**config.mk**
```make
export PLATFORM = sky130hd
export DESIGN_NAME = keyed_watchdog
export DESIGN_NICKNAME = d
export VERILOG_FILES = /design/src/rtl/wdk_pkg.sv /design/src/rtl/wdk_ctrl.sv /design/src/rtl/wdk_datapath.sv /design/src/rtl/keyed_watchdog.sv
export SDC_FILE = /design/constraint.sdc
export NUM_CORES = 1
export LEC_CHECK = 0
export ABC_AREA = 1
export BUFFER_PORTS_ARGS = -buffer_cell sky130_fd_sc_hd__buf_2
export CORE_UTILIZATION = 52
export CTS_CLUSTER_DIAMETER = 40
export DETAILED_ROUTE_END_ITERATION = 10
export GPL_TIMING_DRIVEN = 0
export PLACE_DENSITY_LB_ADDON = 0.2
export SLEW_MARGIN = 30
export SYNTH_ARGS = -nofsm -noshare
export SYNTH_HDL_FRONTEND = slang
export SYNTH_SLANG_ARGS = --single-unit
```
**constraint.sdc**
```tcl
create_clock -name clk -period 1.5 [get_ports clk]
set_input_delay 0.15 -clock clk [delete_from_list [all_inputs] [get_ports clk]]
set_output_delay 0.15 -clock clk [all_outputs]
set_load 0.02 [all_outputs]
```
**src/rtl/wdk_pkg.sv**
```systemverilog
package wdk_pkg;
  localparam logic [7:0] OFS_CFG   = 8'h04;
  localparam logic [7:0] OFS_LOAD  = 8'h08;
  localparam logic [7:0] OFS_REFR  = 8'h18;
  localparam logic [7:0] OFS_START = 8'h1C;

  // strobes from control to datapath
  typedef struct packed {
    logic cfgLoad;
    logic cntLoad;
    logic run;
  } wdkStrobe_t;

  function automatic logic groupToggles(input logic [1:0] oldV, input logic [1:0] newV);
    return (oldV == 2'd1 && newV == 2'd2) || (oldV == 2'd2 && newV == 2'd1);
  endfunction
endpackage

```
**src/rtl/wdk_ctrl.sv**
```systemverilog
module wdk_ctrl
  import wdk_pkg::*;
#(
  parameter int ADDR_W = 8,
  parameter int CNT_W = 16,
  parameter int DIV_W = 8,
  parameter logic [15:0] KEY = 16'h1234,
  parameter int DIV_RESET = 15
) (
  input  logic              clk,
  input  logic              rstN,
  input  logic [ADDR_W-1:0] busAddr,
  input  logic              busWe,
  input  logic [31:0]       busWdata,
  output logic [31:0]       busRdata,
  output wdkStrobe_t        strobe,
  output logic [DIV_W-1:0]  divNext,
  output logic [CNT_W-1:0]  loadNext
);
  localparam int REFR_W = 6;
  localparam logic [15:0] CFG_RESET = 16'(DIV_RESET) << 8;

  logic [15:0] cfgReg;
  logic [CNT_W-1:0] loadReg;
  logic [REFR_W-1:0] refrReg;
  logic startReg;
  logic keyOk, wrEn;
  logic selCfg, selLoad, selRefr, selStart;
  logic [2:1] groupTog;

  assign keyOk    = busWdata[31:16] == KEY;
  assign wrEn     = busWe && keyOk;
  assign selCfg   = busAddr == ADDR_W'(OFS_CFG);
  assign selLoad  = busAddr == ADDR_W'(OFS_LOAD);
  assign selRefr  = busAddr == ADDR_W'(OFS_REFR);
  assign selStart = busAddr == ADDR_W'(OFS_START);

  // groups 2 (divider) and 1 (counter) drive reloads
  for (genvar g = 1; g <= 2; g++) begin : gTog
    assign groupTog[g] = wrEn && selRefr &&
                         groupToggles(refrReg[2*g+1:2*g], busWdata[2*g+1:2*g]);
  end

  always_ff @(posedge clk or negedge rstN) begin
    if (!rstN) begin
      cfgReg   <= CFG_RESET;
      loadReg  <= '1;
      refrReg  <= 6'b01_01_01;
      startReg <= 1'b0;
    end else if (wrEn) begin
      if (selCfg)   cfgReg   <= busWdata[15:0];
      if (selLoad)  loadReg  <= busWdata[CNT_W-1:0];
      if (selRefr)  refrReg  <= busWdata[REFR_W-1:0];
      if (selStart) startReg <= busWdata[0];
    end
  end

  assign strobe.cfgLoad = groupTog[2];
  assign strobe.cntLoad = groupTog[1];
  assign strobe.run     = startReg;
  assign divNext        = cfgReg[8 +: DIV_W];
  assign loadNext       = loadReg;

  always_comb begin
    busRdata = '0;
    if (selCfg)   busRdata[15:0]       = cfgReg;
    if (selLoad)  busRdata[CNT_W-1:0]  = loadReg;
    if (selRefr)  busRdata[REFR_W-1:0] = refrReg;
    if (selStart) busRdata[0]          = startReg;
  end

  // an unkeyed write leaves all registers alone
  a_r2_bad_key: assert property (@(posedge clk) disable iff (!rstN)
    (busWe && !keyOk) |=> ($stable(cfgReg) && $stable(loadReg) &&
                           $stable(refrReg) && $stable(startReg)));
  // a reload strobe only follows a group that held 1 or 2
  a_r7_from_valid: assert property (@(posedge clk) disable iff (!rstN)
    strobe.cntLoad |-> $countones(refrReg[3:2]) == 1);
endmodule

```
**src/rtl/wdk_datapath.sv**
```systemverilog
module wdk_datapath
  import wdk_pkg::*;
#(
  parameter int CNT_W = 16,
  parameter int DIV_W = 8,
  parameter int DIV_RESET = 15
) (
  input  logic             clk,
  input  logic             rstN,
  input  logic             tickEn,
  input  wdkStrobe_t       strobe,
  input  logic [DIV_W-1:0] divNext,
  input  logic [CNT_W-1:0] loadNext,
  output logic             rstReq
);
  logic [DIV_W-1:0] divLive, preCnt;
  logic [CNT_W-1:0] cnt;
  logic pulse;

  assign pulse = strobe.run && tickEn && (preCnt == divLive);

  always_ff @(posedge clk or negedge rstN) begin
    if (!rstN) begin
      divLive <= DIV_W'(DIV_RESET);
      preCnt  <= '0;
      cnt     <= '1;
      rstReq  <= 1'b0;
    end else begin
      if (strobe.cfgLoad) divLive <= divNext;
      if (strobe.cfgLoad || strobe.cntLoad) begin
        preCnt <= '0;
      end else if (strobe.run && tickEn) begin
        preCnt <= pulse ? '0 : preCnt + 1'b1;
      end
      if (strobe.cntLoad) begin
        cnt <= loadNext;
      end else if (pulse) begin
        if (cnt <= CNT_W'(1)) begin
          cnt    <= '0;
          rstReq <= 1'b1;
        end else begin
          cnt <= cnt - 1'b1;
        end
      end
    end
  end

  // the request never falls without reset
  a_r9_sticky: assert property (@(posedge clk) disable iff (!rstN)
    rstReq |=> rstReq);
  // a stopped timer holds its count unless reloaded
  a_r8_hold: assert property (@(posedge clk) disable iff (!rstN)
    (!strobe.run && !strobe.cntLoad) |=> $stable(cnt));
  // a counter reload takes the shadow value
  a_r6_reload: assert property (@(posedge clk) disable iff (!rstN)
    strobe.cntLoad |=> cnt == $past(loadNext));
  // the count moves by at most one per cycle
  a_r4_step: assert property (@(posedge clk) disable iff (!rstN)
    !strobe.cntLoad |=> (cnt == $past(cnt) || cnt == $past(cnt) - 1'b1 || cnt == '0));
endmodule

```
**src/rtl/keyed_watchdog.sv**
```systemverilog
module keyed_watchdog
  import wdk_pkg::*;
#(
  parameter int ADDR_W = 8,
  parameter int CNT_W = 16,
  parameter int DIV_W = 8,
  parameter logic [15:0] KEY = 16'h1234,
  parameter int DIV_RESET = 15
) (
  input  logic              clk,
  input  logic              rstN,
  input  logic              tickEn,
  input  logic [ADDR_W-1:0] busAddr,
  input  logic              busWe,
  input  logic [31:0]       busWdata,
  output logic [31:0]       busRdata,
  output logic              rstReq
);
  wdkStrobe_t strobe;
  logic [DIV_W-1:0] divNext;
  logic [CNT_W-1:0] loadNext;

  wdk_ctrl #(.ADDR_W(ADDR_W), .CNT_W(CNT_W), .DIV_W(DIV_W), .KEY(KEY), .DIV_RESET(DIV_RESET))
  uCtrl (
    .clk(clk), .rstN(rstN), .busAddr(busAddr), .busWe(busWe), .busWdata(busWdata),
    .busRdata(busRdata), .strobe(strobe), .divNext(divNext), .loadNext(loadNext)
  );

  wdk_datapath #(.CNT_W(CNT_W), .DIV_W(DIV_W), .DIV_RESET(DIV_RESET))
  uData (
    .clk(clk), .rstN(rstN), .tickEn(tickEn), .strobe(strobe),
    .divNext(divNext), .loadNext(loadNext), .rstReq(rstReq)
  );
endmodule

```
==> impl_metrics.ini, run 1 <==
[yosys]
ys_warn_count = 0
seq_area_frac_synth_pct = 37.7
ys_seq_elements = 72
syn-cell-area_sq_um = 4920
async_flop_share_pct = 100
syn_inst = 639
synth_ff_type = dfstp_2
avgSynthCellArea_sq_um = 7.70
ys_types = 40
synth_edf_count = 0

[power_and_ir_drop]
total_power_uw = 3630
p_leak_uw = 0.00306
power.density_nw_per_um2 = 584
ir_drop_v = 0.000499

[detailed_routing]
totalWireLength_um = 13000
vias = 4718
ant_nets = 0
drtPass1Iterations = 5
wl_per_cell_um = 14.8
drc = 0
avgViaCountPerCell = 5.37
drtIter0Drc = 264

[final_layout]
num_antenna_cells = 0
fin_area_sq_um = 6220
fin_nets = 809
mostFrequentLayoutCells = nand2_1 (160), nand3_1 (82), inv_1 (58)
final_cells = 878
final_common_cell = nand2_1
num-fill-cells = 746
drive_gt1_share_pct = 42.4
final_core_util_pct = 67.6
area_growth_pct = 26.3

[run_status]
violations = negative setup slack
status = finished with violations

[hold_path]
hold_class = in2reg
hp-start = busWdata[4]
min_path_cells = 3
min_to = uCtrl.refrReg[4]

[clock_network]
clock_path_buffers = 2
numCtsBuffers = 9
clock_latency_ns = 0.36
cts_tree = yes
cts_sinks = 72
clkTransAtPathRegs_ns = 0.09
cts-root-buf = clkbuf_8
htree_levels = 3

[worst_setup_path]
r2r_cells = 10
critPathMaxFanout = 4
timing.rr.end = uData.cnt[3]
worstPathArrival_ns = 1.92
r2r_start = uData.cnt[1]
endpoint_kind = register
required_ns = 1.79
rrSetupSlack_ns = -0.13
worstSetupPathType = reg2reg
cp-start-kind = register

[flow_run]
maxCapViolCount = 0

[global_routing]
grtUsageTotal_pct = 26.4
grt_pass1_vias = 4318
grt_pass1_wl_um = 20300
antenna_found_initial = 0
grt_start_max_net_pins = 49
grt-ovfl-total = 0

[floorplanning]
fp.dieW_um = 99.3
core_sq_um = 9200
rows = 35
num_io_pins = 77
die_area_sq_um = 9860
initial_core_util_pct = 53.5
die_y_um = 99.3

[timing]
slew_violations = 0
fin_ws_ns = -0.130
rsz0062_at_grt = yes
holdWs_ns = 0.0432
fin_crit_ns = 1.63
post-route-period-util_pct = 109
fin_skew_ns = 0.0109
fmax_mhz = 613
hold_viol = 0
setup_violations = 17

[place]
dp.cells = 826
dpl.hpwl_um = 9010
numPortBuffers = 60
gp_congestion = 0.860
place_area_sq_um = 5450
## metal layers
layer	vias to the layer above	global-route usage [%]	wire [um]
met1	2212	34.1	5300
met5	-	0	0
met4	0	9.28	323
li1	2286	-	-
met2	189	43.8	6570
met3	31	5.97	798
## power breakdown
group          internal (uW)  switching, uW  total (uW)
Sequential              1950        0.00664        1950
Clock                    609            780        1390
Combinational            112            187         299
Total                   2670            967        3630
## Yosys cell counts, types with 2 or more instances
cell | n | area (sq um)
nand2_1 | 174 | 653
nand3_1 | 84 | 420
inv_1 | 66 | 248
nor2_1 | 50 | 188
dfstp_2 | 43 | 1130
o21ai_2 | 40 | 350
dfrtp_1 | 29 | 726
buf_4 | 19 | 143
nand4_1 | 19 | 119
o21ai_0 | 14 | 70.1
buf_6 | 12 | 135
a21oi_1 | 10 | 50.1
nand2_2 | 10 | 62.6
xor2_1 | 10 | 87.6
nor2_4 | 8 | 90.1
inv_2 | 7 | 26.3
buf_2 | 4 | 20.0
nor2_2 | 4 | 25.0
ha_1 | 3 | 37.5
nand3_4 | 3 | 52.6
nand3b_1 | 3 | 22.5
nor3_1 | 3 | 15.0
a22o_1 | 2 | 17.5
clkinv_2 | 2 | 10.0
nand3_2 | 2 | 20.0
nand4_4 | 2 | 42.5
nor3_4 | 2 | 32.5
xnor2_1 | 2 | 17.5
## stage by stage
stage / worst slack [ns] / setup TNS [ns]
floorplan: 0.00769 / 0
global placement: -0.276 / -7.64
detailed placement: -0.272 / -6.08
CTS: -0.0448 / -0.269
global route: -0.176 / -2.61
finish: -0.130 / -1.26
## worst max path at each step
stage	startpoint	end	slack [ns]	depth (start not counted)
after floorplan	uData.cnt[0]	uData.cnt[11]	0.008	10
after global placement	busAddr[5]	busRdata[10]	-0.28	8
after detailed placement	busAddr[5]	busRdata[10]	-0.27	8
after CTS	uData.divLive[2]	uData.cnt[3]	-0.04	9
after global routing	uData.cnt[1]	uData.cnt[14]	-0.18	10
final	uData.cnt[1]	uData.cnt[3]	-0.13	10
## sequential cells by signal, indices dropped and copies added (netlist names)
register,count
uCtrl.cfgReg,16
uCtrl.loadNext,16
uCtrl.refrReg,6
uCtrl.startReg,1
uData.cnt,16
uData.divLive,8
uData.preCnt,8
uData.rstReq,1
## kinds of logic (layout without fill, tap and decap cells)
logic type / after synthesis / count (layout) / synth area share, %
buf+inv: 111 / 223 / 11.9
simple gates: 368 / 369 / 36.4
fa+ha+maj: 3 / 3 / 0.763
xor+xnor: 12 / 12 / 2.14
compound gates: 72 / 72 / 11.0
flops: 72 / 72 / 37.7
other cells: 1 / 16 / 0.0762
## what timing repair did
item / 4_1_cts / 5_1_grt
pin swaps: 9 / 29
hold buffers: 1 / 0
gates resized for setup: 29 / 70
hold endpoints to repair: 24 / 0
gates cloned: 4 / 1
buffers inserted: 17 / 13
endpoints found under the setup margin: 39 / 40
## worst max-delay path, stage by stage, from the launching register on
cell     delay [ns]
dfstp_2        0.56
inv_4          0.05
ha_4           0.17
nand2_4        0.09
nor2_4         0.05
nand2_1        0.06
nand2_1        0.08
nand2_2        0.13
buf_4          0.14
nand4_1        0.13
nand3_1        0.10
## area by class of cell
cell class / count / area, sq um / area share, %
Inverter: 75 / 304 / 4.89
Timing Repair Buffer: 96 / 671 / 10.8
Clock buffer: 10 / 128 / 2.05
Multi-Input combinational cell: 472 / 2740 / 44.1
Buffer: 36 / 328 / 5.27
Sequential cell: 72 / 1860 / 29.9
Clock inverter: 6 / 43.8 / 0.704
Tap cell: 111 / 139 / 2.23
Power figures use the tool's default switching activity.
==> run 2, diff against run 1 <==
Settings changed: SYNTH_HIERARCHICAL set to 1.
==> run 2 against run 1 <==
Effect of this change:
- the flow still finishes with violations (negative setup slack)
- cell count fell by 4.2%
- synthesized area fell by 6.5%
- wire length fell by 1.1%
- flip-flop and latch count did not move
- sequential share of layout area rose by 1.3 points
- worst setup slack improved by 0.054 ns
- utilization rose by 3.3 points
- sequential power barely moved
==> impl_metrics.ini, run 2 <==
[yosys]
syn_inst = 618
seq_area_frac_synth_pct = 40.3
synthTopCellsByCount = nand2_1 (220), nand4_1 (52), nand3_1 (50), inv_1 (45), dfstp_2 (43)
ys_types = 36
ys_warn_count = 6
yosysTopAreaCellShare_pct = 24.6
ys_seq_elements = 72
async_flop_share_pct = 100
synth_area_leaders = dfstp_2 (25%), nand2_1 (18%), dfrtp_1 (16%)
synth_top_area_cell = dfstp_2
avgSynthCellArea_sq_um = 7.44
synth.most_common_cell = nand2_1
synth_edf_count = 0
syn-cell-area_sq_um = 4600
synth_ff_type = dfstp_2

[detailed_routing]
ant_nets = 0
avgViaCountPerCell = 5.58
totalWireLength_um = 12800
wl_per_cell_um = 15.3
drtIter0Drc = 280
drc = 0
drtPass1Iterations = 5
vias = 4689

[final_layout]
mostFrequentLayoutCells = nand2_1 (202), buf_2 (65), nand4_1 (52)
drive_gt1_share_pct = 39.1
fin_nets = 778
final_common_cell = nand2_1
num-fill-cells = 641
num_antenna_cells = 0
area_growth_pct = 29.2
final_cells = 841

[flow_run]
maxCapViolCount = 0

[floorplanning]
fp.dieW_um = 96.0
die_y_um = 96.0
initial_core_util_pct = 54.9
die_area_sq_um = 9220
num_io_pins = 77
core_sq_um = 8380
rows = 33

[worst_setup_path]
cp_slowest_cell = dfstp_2
worstPathArrival_ns = 1.88
worstSetupPathType = reg2reg
critPathMaxStageDelay_ns = 0.58
crit_buf_inv = 3
r2r_start = uData/cnt[0]
critPathMaxFanout = 4
crit_start = uData/cnt[0]
cp-start-kind = register
path_cells = inv_2 > ha_4 > inv_2 > nand2_2 > nand2_2 > nor2_4 > a21oi_4 > buf_6 > nand3_2 > nand3_2
required_ns = 1.81
critPathTopFamily = flip-flops
endpoint_kind = register

[power_and_ir_drop]
p_leak_uw = 0.00302
power.density_nw_per_um2 = 662
ir_drop_v = 0.000423

[place]
place_ws_ns = -0.765
dp.cells = 799
dpl.hpwl_um = 8680
gp_congestion = 0.871
numPortBuffers = 60

[global_routing]
grt_pass1_wl_um = 20100
grt-ovfl-total = 0
grtUsageTotal_pct = 28.5
antenna_found_initial = 0
grt_pass1_vias = 4304
grt_start_max_net_pins = 47

[clock_network]
numCtsBuffers = 9
cts_tree = yes
htree_levels = 3
cts_sinks = 72
cts-root-buf = clkbuf_8
clock_path_buffers = 2
clkTransAtPathRegs_ns = 0.08
clock_latency_ns = 0.36

[hold_path]
hp-start = busWdata[10]
hold_class = in2reg

[run_status]
status = finished with violations
violations = negative setup slack

[timing]
slew_violations = 0
setup_violations = 18
rsz0062_at_grt = yes
fin_crit_ns = 1.58
post-route-period-util_pct = 105
fin_ws_ns = -0.0765
hold_viol = 0
fin_skew_ns = 0.00951
fmax_mhz = 634
## run 2: layer usage
| layer | wire [um] | vias up | global-route usage (%) |
|---|---|---|---|
| li1 | - | 2208 | - |
| met1 | 5260 | 2226 | 38.0 |
| met2 | 6320 | 227 | 46.3 |
| met3 | 957 | 28 | 3.32 |
| met4 | 296 | 0 | 13.3 |
| met5 | 0 | - | 0 |
## run 2: final timing paths
kind                                endpoint  slack, ns  cells after the start
min reg2reg                     uData/rstReq       0.45                      1
min                         uCtrl/cfgReg[10]       0.03                      3
max reg2reg                     uData/cnt[9]      -0.08                     10
max in group asynchronous  uCtrl/loadNext[0]       0.62                      3
max                             uData/cnt[9]      -0.08                     10
min in group asynchronous    uData/preCnt[5]       0.26                      2
## run 2: cells by family after synthesis
logic type	synth area share (%)
xor+xnor	2.48
other cells	0.0815
compound gates	5.69
fa+ha+maj	0.816
flops	40.3
simple gates	39.4
buf+inv	11.2
## run 2: timing repair
item / CTS / global route
cloned: 2 / 2
hold buffers: 1 / 0
resized for setup: 69 / 42
pin swaps: 24 / 18
buffers inserted: 11 / 10
endpoints found under the setup margin: 46 / 47
hold endpoints to repair: 14 / 0
## run 2: worst min-delay path, delay by kind of cell
family	cells	cell delay, ns
and+or+nand+nor	2	0.12
buffers and inverters	1	0.11
## run 2: layout make-up
class / count / area (sq um) / area share (%)
Clock buffer: 11 / 141 / 2.38
Sequential cell: 72 / 1860 / 31.3
Clock inverter: 5 / 80.1 / 1.35
Inverter: 48 / 185 / 3.12
Buffer: 48 / 390 / 6.57
Multi-Input combinational cell: 466 / 2570 / 43.2
Tap cell: 105 / 131 / 2.21
Timing Repair Buffer: 86 / 586 / 9.85
## run 2: per-stage QoR
stage                     hold WS, ns  total power [uW]  setup TNS (ns)  util, %  instance area [sq um]
after global placement          0.389              2190          -24.88     60.9                   5100
after CTS                      0.0158              3950          -0.498     67.9                   5690
after global routing           0.0288              4050           -2.52     70.9                   5940
final                          0.0253              3940           -1.04     70.9                   5940
after floorplan                -0.146              2080          -0.281        -                   4670
after detailed placement        0.105              2210          -21.24     61.2                   5130
## run 2: power breakdown
part	total [uW]	switching, uW	internal (uW)	leakage, uW
registers	1950	0.00388	1950	0.000830
clock network	1750	774	980	0.000106
logic	237	146	91.4	0.00209
total	3940	920	3020	0.00302
